===== src/rtl/bsel_pkg.sv =====
package bsel_pkg;

    localparam int INSTR_W = 12;
    localparam int FSR_W   = 8;
    localparam int BANK_W  = 3;

    typedef logic [INSTR_W-1:0] instr_t;
    typedef logic [FSR_W-1:0]   fsr_t;
    typedef logic [BANK_W-1:0]  bank_t;

    // Upper bits of the word that mark a bank-load
    localparam logic [INSTR_W-BANK_W-1:0] BANK_OP_TAG = 9'b0_0000_0011;

    typedef struct packed {
        logic  is_bank;
        bank_t bank;
    } dec_t;

    typedef enum logic {
        TRK_IDLE  = 1'b0,
        TRK_CHAIN = 1'b1
    } trk_state_e;

    function automatic dec_t decode_word(instr_t w);
        dec_t d;
        d.is_bank = (w[INSTR_W-1:BANK_W] == BANK_OP_TAG);
        d.bank    = w[BANK_W-1:0];
        return d;
    endfunction

    // Lowest bit of the bank field for a variant
    function automatic int bank_lsb(bit large_mem);
        return large_mem ? 4 : 5;
    endfunction

    // Bits a bank-load leaves alone
    function automatic fsr_t keep_mask(bit large_mem);
        return large_mem ? 8'h8F : 8'h1F;
    endfunction

endpackage


===== src/rtl/bsel_decode.sv =====
module bsel_decode
    import bsel_pkg::*;
(
    input  instr_t instr_i,
    output dec_t   dec_o
);

    always_comb begin
        dec_o = decode_word(instr_i);
    end

endmodule


===== src/rtl/bsel_skip_track.sv =====
module bsel_skip_track
    import bsel_pkg::*;
#(
    parameter int CYC_W = 4
) (
    input  logic             clk,
    input  logic             rst,
    input  logic             vld_i,
    input  logic             skip_i,
    input  logic             is_bank_i,
    output logic             annul_o,
    output logic             busy_o,
    output logic             done_o,
    output logic [CYC_W-1:0] cyc_o
);

    localparam logic [CYC_W-1:0] CYC_MAX   = '1;
    localparam logic [CYC_W-1:0] CYC_FIRST = CYC_W'(2);

    trk_state_e       state_q, state_d;
    logic [CYC_W-1:0] cnt_q, cnt_d;
    logic [CYC_W-1:0] cur_cnt;
    logic             in_chain;

    always_comb begin
        in_chain = (state_q == TRK_CHAIN);
        annul_o  = vld_i & (skip_i | in_chain);
        if (in_chain) begin
            cur_cnt = (cnt_q == CYC_MAX) ? cnt_q : cnt_q + 1'b1;
        end else begin
            cur_cnt = CYC_FIRST;
        end
        done_o  = annul_o & ~is_bank_i;
        cyc_o   = done_o ? cur_cnt : '0;
        busy_o  = in_chain;

        state_d = state_q;
        cnt_d   = cnt_q;
        if (annul_o) begin
            if (is_bank_i) begin
                state_d = TRK_CHAIN;
                cnt_d   = cur_cnt;
            end else begin
                state_d = TRK_IDLE;
                cnt_d   = '0;
            end
        end
    end

    always_ff @(posedge clk) begin
        if (rst) begin
            state_q <= TRK_IDLE;
            cnt_q   <= '0;
        end else begin
            state_q <= state_d;
            cnt_q   <= cnt_d;
        end
    end

endmodule


===== src/rtl/bsel_fsr_reg.sv =====
module bsel_fsr_reg
    import bsel_pkg::*;
#(
    parameter bit LARGE_MEM = 1'b1
) (
    input  logic  clk,
    input  logic  rst,
    input  logic  wr_en_i,
    input  fsr_t  wr_data_i,
    input  logic  load_i,
    input  bank_t bank_i,
    output fsr_t  fsr_o
);

    fsr_t fsr_q, fsr_d;

    generate
        if (LARGE_MEM) begin : g_large
            localparam int LSB = bank_lsb(1'b1);
            always_comb begin
                fsr_d = fsr_q;
                if (wr_en_i) begin
                    fsr_d = wr_data_i;
                end else if (load_i) begin
                    fsr_d[LSB +: BANK_W] = bank_i;
                end
            end
        end else begin : g_small
            localparam int LSB = bank_lsb(1'b0);
            always_comb begin
                fsr_d = fsr_q;
                if (wr_en_i) begin
                    fsr_d = wr_data_i;
                end else if (load_i) begin
                    fsr_d[LSB +: BANK_W] = bank_i;
                end
            end
        end
    endgenerate

    always_ff @(posedge clk) begin
        if (rst) begin
            fsr_q <= '0;
        end else begin
            fsr_q <= fsr_d;
        end
    end

    assign fsr_o = fsr_q;

endmodule


===== src/rtl/bank_sel_unit.sv =====
module bank_sel_unit
    import bsel_pkg::*;
#(
    parameter bit LARGE_MEM = 1'b1,
    parameter int CYC_W     = 4
) (
    input  logic             clk,
    input  logic             rst,
    input  logic             instr_vld,
    input  logic [11:0]      instr,
    input  logic             skip_req,
    input  logic             fsr_wr_en,
    input  logic [7:0]       fsr_wr_data,
    output logic [7:0]       fsr,
    output logic             annul,
    output logic             busy,
    output logic             skip_done,
    output logic [CYC_W-1:0] skip_cycles
);

    dec_t dec;
    logic load_bank;

    bsel_decode u_dec (
        .instr_i (instr),
        .dec_o   (dec)
    );

    bsel_skip_track #(.CYC_W(CYC_W)) u_trk (
        .clk       (clk),
        .rst       (rst),
        .vld_i     (instr_vld),
        .skip_i    (skip_req),
        .is_bank_i (dec.is_bank),
        .annul_o   (annul),
        .busy_o    (busy),
        .done_o    (skip_done),
        .cyc_o     (skip_cycles)
    );

    assign load_bank = instr_vld & ~annul & dec.is_bank;

    bsel_fsr_reg #(.LARGE_MEM(LARGE_MEM)) u_fsr (
        .clk       (clk),
        .rst       (rst),
        .wr_en_i   (fsr_wr_en),
        .wr_data_i (fsr_wr_data),
        .load_i    (load_bank),
        .bank_i    (dec.bank),
        .fsr_o     (fsr)
    );

endmodule


===== config.mk =====
export PLATFORM = sky130hd
export DESIGN_NAME = bank_sel_unit
export DESIGN_NICKNAME = d
export VERILOG_FILES = /design/src/rtl/bsel_pkg.sv /design/src/rtl/bsel_decode.sv /design/src/rtl/bsel_skip_track.sv /design/src/rtl/bsel_fsr_reg.sv /design/src/rtl/bank_sel_unit.sv
export SDC_FILE = /design/constraint.sdc
export NUM_CORES = 1
export LEC_CHECK = 0
export ABC_AREA = 1
export CAP_MARGIN = 30
export CORE_MARGIN = 1.5
export CORE_UTILIZATION = 40
export DETAILED_ROUTE_END_ITERATION = 10
export PLACE_DENSITY = 0.82
export RECOVER_POWER = 50
export SLEW_MARGIN = 40
export SYNTH_ARGS = -nofsm -noshare
export SYNTH_HDL_FRONTEND = slang
export SYNTH_SLANG_ARGS = --single-unit

===== constraint.sdc =====
create_clock -name clk -period 2.11 [get_ports clk]
set_input_delay 0.422 -clock clk [delete_from_list [all_inputs] [get_ports clk]]
set_output_delay 0.422 -clock clk [all_outputs]
set_load 0.005 [all_outputs]

; ---- Word-level counts from Yosys, hierarchy flattened
; Index checks and enable logic that the tools add are counted.
[op_classes]
bitwise_logic = 7
reduce_logical = 1
muxes = 7
n_addsub = 1
eq_ne = 2
[ops]
columns = operator, count
row1 = $mux 4, 4
row2 = $eq 9x2->1 const B, 1
row3 = $mux 3, 2
row4 = $add 4x1->4 const B, 1
row5 = $and 1x1->1, 4
row6 = $eq 4x4->1 const B, 1
row7 = $not 1->1, 2
row8 = $reduce_bool 2->1, 1
row9 = $mux 1, 1
row10 = $or 1x1->1, 1
[word_totals]
inputBits = 25
word_cells = 22
output_inout_bits = 15
reg_bits = 13

; ---- Depth between registers and ports, before layout
[logic_depth]
ltp_word = 7
ltp_mapped = 7
depth_no_buf = 7

; ---- By module
; From an unflattened synthesis, not the netlist that was laid out.
[hier_totals]
cells_unflattened = 109
area_unflattened_um2 = 758.2
[by_module_without_submodules]
columns = mod, seq_area_each_um2, n_inst, area_each_um2, cells_per_inst
row1 = bsel_skip_track, 100.1, 1, 362.8, 50
row2 = bsel_fsr_reg, 160.2, 1, 327.8, 45
row3 = bsel_decode, 0.0, 1, 57.6, 12
row4 = bank_sel_unit, 0.0, 1, 10.0, 2

; ---- Least setup slack after synthesis
; No wires, ideal clock.
[synth_path]
path_kind = input -> output
startpoint = in instr[11]
endpoint = out skip_cycles[2]
path_stages = 5
t_arrival_ps = 1084
n_path_buf = 0
slack_ps = 604
cell_sequence = nor2_1 > nand3_1 > o21ai_2 > inv_2 > and2_1
[synth_between]
elab_chain_cells = 4
[synth_lines]
columns = item, line_no
row1 = from (decl), bank_sel_unit.sv:10  ; input logic [11:0] instr,
row2 = $eq 9x2->1, bsel_pkg.sv:26  ; d.is_bank = (w[INSTR_W-1:BANK_W] == BANK_OP_TAG);
row3 = $not 1->1, bsel_skip_track.sv:33  ; done_o = annul_o & ~is_bank_i;
row4 = $and 1x1->1, bsel_skip_track.sv:33
row5 = via skip_done, bank_sel_unit.sv:17  ; output logic skip_done,
row6 = $mux 4, bsel_skip_track.sv:34  ; cyc_o = done_o ? cur_cnt : '0;
row7 = to (decl), bank_sel_unit.sv:18  ; output logic [CYC_W-1:0] skip_cycles
; The timed path passes the listed nets, and every way through them passes these cells.

; ---- Worst setup path after layout
[layout_path]
startpoint = in instr[3]
endpoint = out skip_cycles[1]
[layout_between]
elab_chain_cells = 4
[layout_lines]
columns = item, line_no
row1 = $eq 9x2->1, bsel_pkg.sv:26
row2 = $not 1->1, bsel_skip_track.sv:33
row3 = $and 1x1->1, bsel_skip_track.sv:33
row4 = $mux 4, bsel_skip_track.sv:34
; No other way between the ends.

==> qor.yml <==
cts:
  root_buffer: "clkbuf_4"
  clockBufferDepth: 2
  cts.sinks: 13
  cts_made_buffers: 3
  cts_htree_levels: 1
  hold_buffers: 0
  clk_pin_slew_ns: 0.08
  clkLatencyLatePin_ns: 0.28
  cts_tree: "yes"
detailed_routing:
  routed_via_density: 4.76
  wl_per_cell_um: 10.9
  dr.pass1.iters: 5
  drc: 0
  drt_iter0_markers: 31
  drt_wl_total_um: 2130
  num_vias: 929
  drtAntennaViolNets: 0
status:
  status: "complete, no violations"
worst_setup_path:
  critPathSlowestCell: "clkdlybuf4s50_1"
  max_stage_delay_ns: 0.46
  cp-start-kind: "input pin"
  crit_chain: "clkdlybuf4s50_1, nand2_1, nor2_2, inv_2, o21ai_4, buf_6, a21oi_1, clkbuf_2"
  crit_buf_inv: 4
  crit_type: "input pin to primary output"
  crit_family: "buffers and inverters"
  cp.arrival_ns: 1.60
  crit_path_end_kind: "primary output"
  cp_max_fo: 3
  critical_path_required_ns: 1.69
sta:
  rsz0062_at_grt: "false"
  slew_violations: 0
  fmax_mhz: 495
  setup_violations: 0
  post-route-period-util_pct: 95.7
  worstMarginPinSlew_ns: 0.532
  min_period_ns: 2.02
  hold_viol: 0
  fin_worst_skew_ns: 0.00168
  slew_headroom_pct: 64.2
finish:
  final_area_um2: 1280
  area_growth_pct: 78.7
  postLayoutCoreUtil_pct: 74.9
  final_nets: 197
  layout.cells.non_filler: 195
  n_fill_cell: 132
  antennaDiodeCount: 0
  drive_gt1_share_pct: 21.8
placement:
  dp_hpwl_um: 1390
  gp_congestion: 0.826
  io_buffers: 39
  placed_area_um2: 1160
  dp_cells: 178
grt:
  grt_overflow: 0
  first_global_vias: 824
  grt_pass1_wl_um: 3210
  grt.total_usage_pct: 21.9
  grt_max_degree: 15
  antenna_found_initial: 0
die:
  ios: 40
  initial_utilization_pct: 41.9
  die_y_um: 45.3
  num_rows: 15
  die_w_um: 45.3
  die_area_um2: 2050
  core-area_um2: 1710
hold_path:
  hp-class: "register to register"
logic_synthesis:
  synth_commonest_cells: "30 x nand2_1, 24 x nor2_1, 13 x dfxtp_1"
  syn_area_um2: 716
  yosysMostFrequentCell: "nand2_1"
  synth_ff_type: "dfxtp_1"
  async_reset_ff_share_pct: 0
  syn-num-nets: 138
  syn_inst: 112
  synth_top_area_cell: "dfxtp_1"
  synth-seq-area-share_pct: 36.4
  synth_cell_types: 19
  yosys.area.top_type_share_pct: 36.4
  yosys_warnings: 0
  ys_ff_latch: 13
  synth_edf_count: 0
  postSynthAreaPerCell_um2: 6.39
  synthTopCellsByArea: "dfxtp_1 36%, nand2_1 16%, nor2_1 13%"
pwr:
  power_frac_clock_pct: 28.0
  peakVddDrop_mv: 0.370
  p_sw_share_pct: 24.9
  pwr-share-seq_pct: 47.0
  p_leak_nw: 0.568
  p_sw_w: 0.000139
  power_per_cell_area_nw_per_um2: 435
  p_int_w: 0.000417
  combPwrFrac_pct: 25.0
run:
  max-cap-violations: 0
## final cells by class
type                            instances  area [um2]  area share (%)
Multi-Input combinational cell         86         418            32.7
Clock buffer                            4        26.3            2.05
Inverter                               11        41.3            3.23
Timing Repair Buffer                   56         499            39.0
Sequential cell                        13         263            20.5
Tap cell                               25        31.3            2.45
## power groups by stage
stage               Sequential (W)  Combinational (W)  Clock, W
floorplan                 0.000268          0.0000384         0
global placement          0.000266           0.000120         0
detailed placement        0.000267           0.000122         0
CTS                       0.000262           0.000140  0.000158
global route              0.000263           0.000151  0.000169
finish                    0.000261           0.000139  0.000156
## metrics by stage
| step | power, W | worst slack [ns] | hold WS (ns) | setup TNS, ns |
|---|---|---|---|---|
| 3_3_place_gp | 0.000387 | -0.282 | 0.475 | -0.986 |
| 3_5_place_dp | 0.000388 | -0.301 | 0.494 | -1.09 |
| 2_1_floorplan | 0.000306 | 0.604 | 0.464 | 0 |
| 6_report | 0.000556 | 0.0913 | 0.509 | 0 |
| 5_1_grt | 0.000583 | 0.000637 | 0.534 | 0 |
| 4_1_cts | 0.000560 | -0.00887 | 0.502 | -0.00887 |
## worst register-to-register path, stage by stage (launching register included)
cell     delay [ns]
dfxtp_1        0.48
o21ai_4        0.11
buf_4          0.16
nor3_1         0.47
nand2_1        0.10
a21oi_1        0.17
## timing repair
item	4_1_cts	5_1_grt
endpoints found under the setup margin	5	5
gates resized for setup	21	6
pin swaps	5	4
setup buffers	12	1
cloned	0	0
## worst paths after layout
check / endpoint / start / cells past startpoint / slack (ns)
setup / recovery: skip_cycles[1] / instr[3] / 8 / 0.09
hold / removal: u_fsr.fsr_o[0] / u_fsr.fsr_o[0] / 2 / 0.51
setup reg to reg: u_trk.cnt_q[3] / u_trk.busy_o / 5 / 0.55
hold reg to reg: u_fsr.fsr_o[0] / u_fsr.fsr_o[0] / 2 / 0.51
## per-layer routing
metal / global-route usage (%) / wire length (um)
met1: 21.0 / 820
met2: 42.9 / 1120
met3: 4.80 / 131
met4: 10.6 / 57
met5: 0 / 0
## logic make-up (layout without fill, tap and decap cells)
| family | after synthesis | count (layout) | share of synthesized area (%) |
|---|---|---|---|
| simple gates | 66 | 66 | 38.8 |
| fa+ha+maj | 1 | 1 | 1.75 |
| flops | 13 | 13 | 36.4 |
| compound gates | 19 | 19 | 15.9 |
| buf+inv | 13 | 71 | 7.17 |
## sequential cells by signal, indices dropped and copies added, names as in the netlist
signal / flops
u_trk.busy_o: 1
u_trk.cnt_q: 4
u_fsr.fsr_o: 8
## cell usage in the layout (no fill, tap or decap), types with 3 or more instances in the layout
cell              n
nor2_2            4
inv_1             8
clkbuf_2          4
inv_2             3
dlygate4sd3_1     7
nor2_1           20
clkdlybuf4s50_1  25
clkbuf_4          3
buf_4            16
dfxtp_1          11
nand3_1           6
nand2_1          30
nor3_1            3
a21oi_1           9
o21ai_0           6
Note: power is estimated with default switching activity, not from simulation.
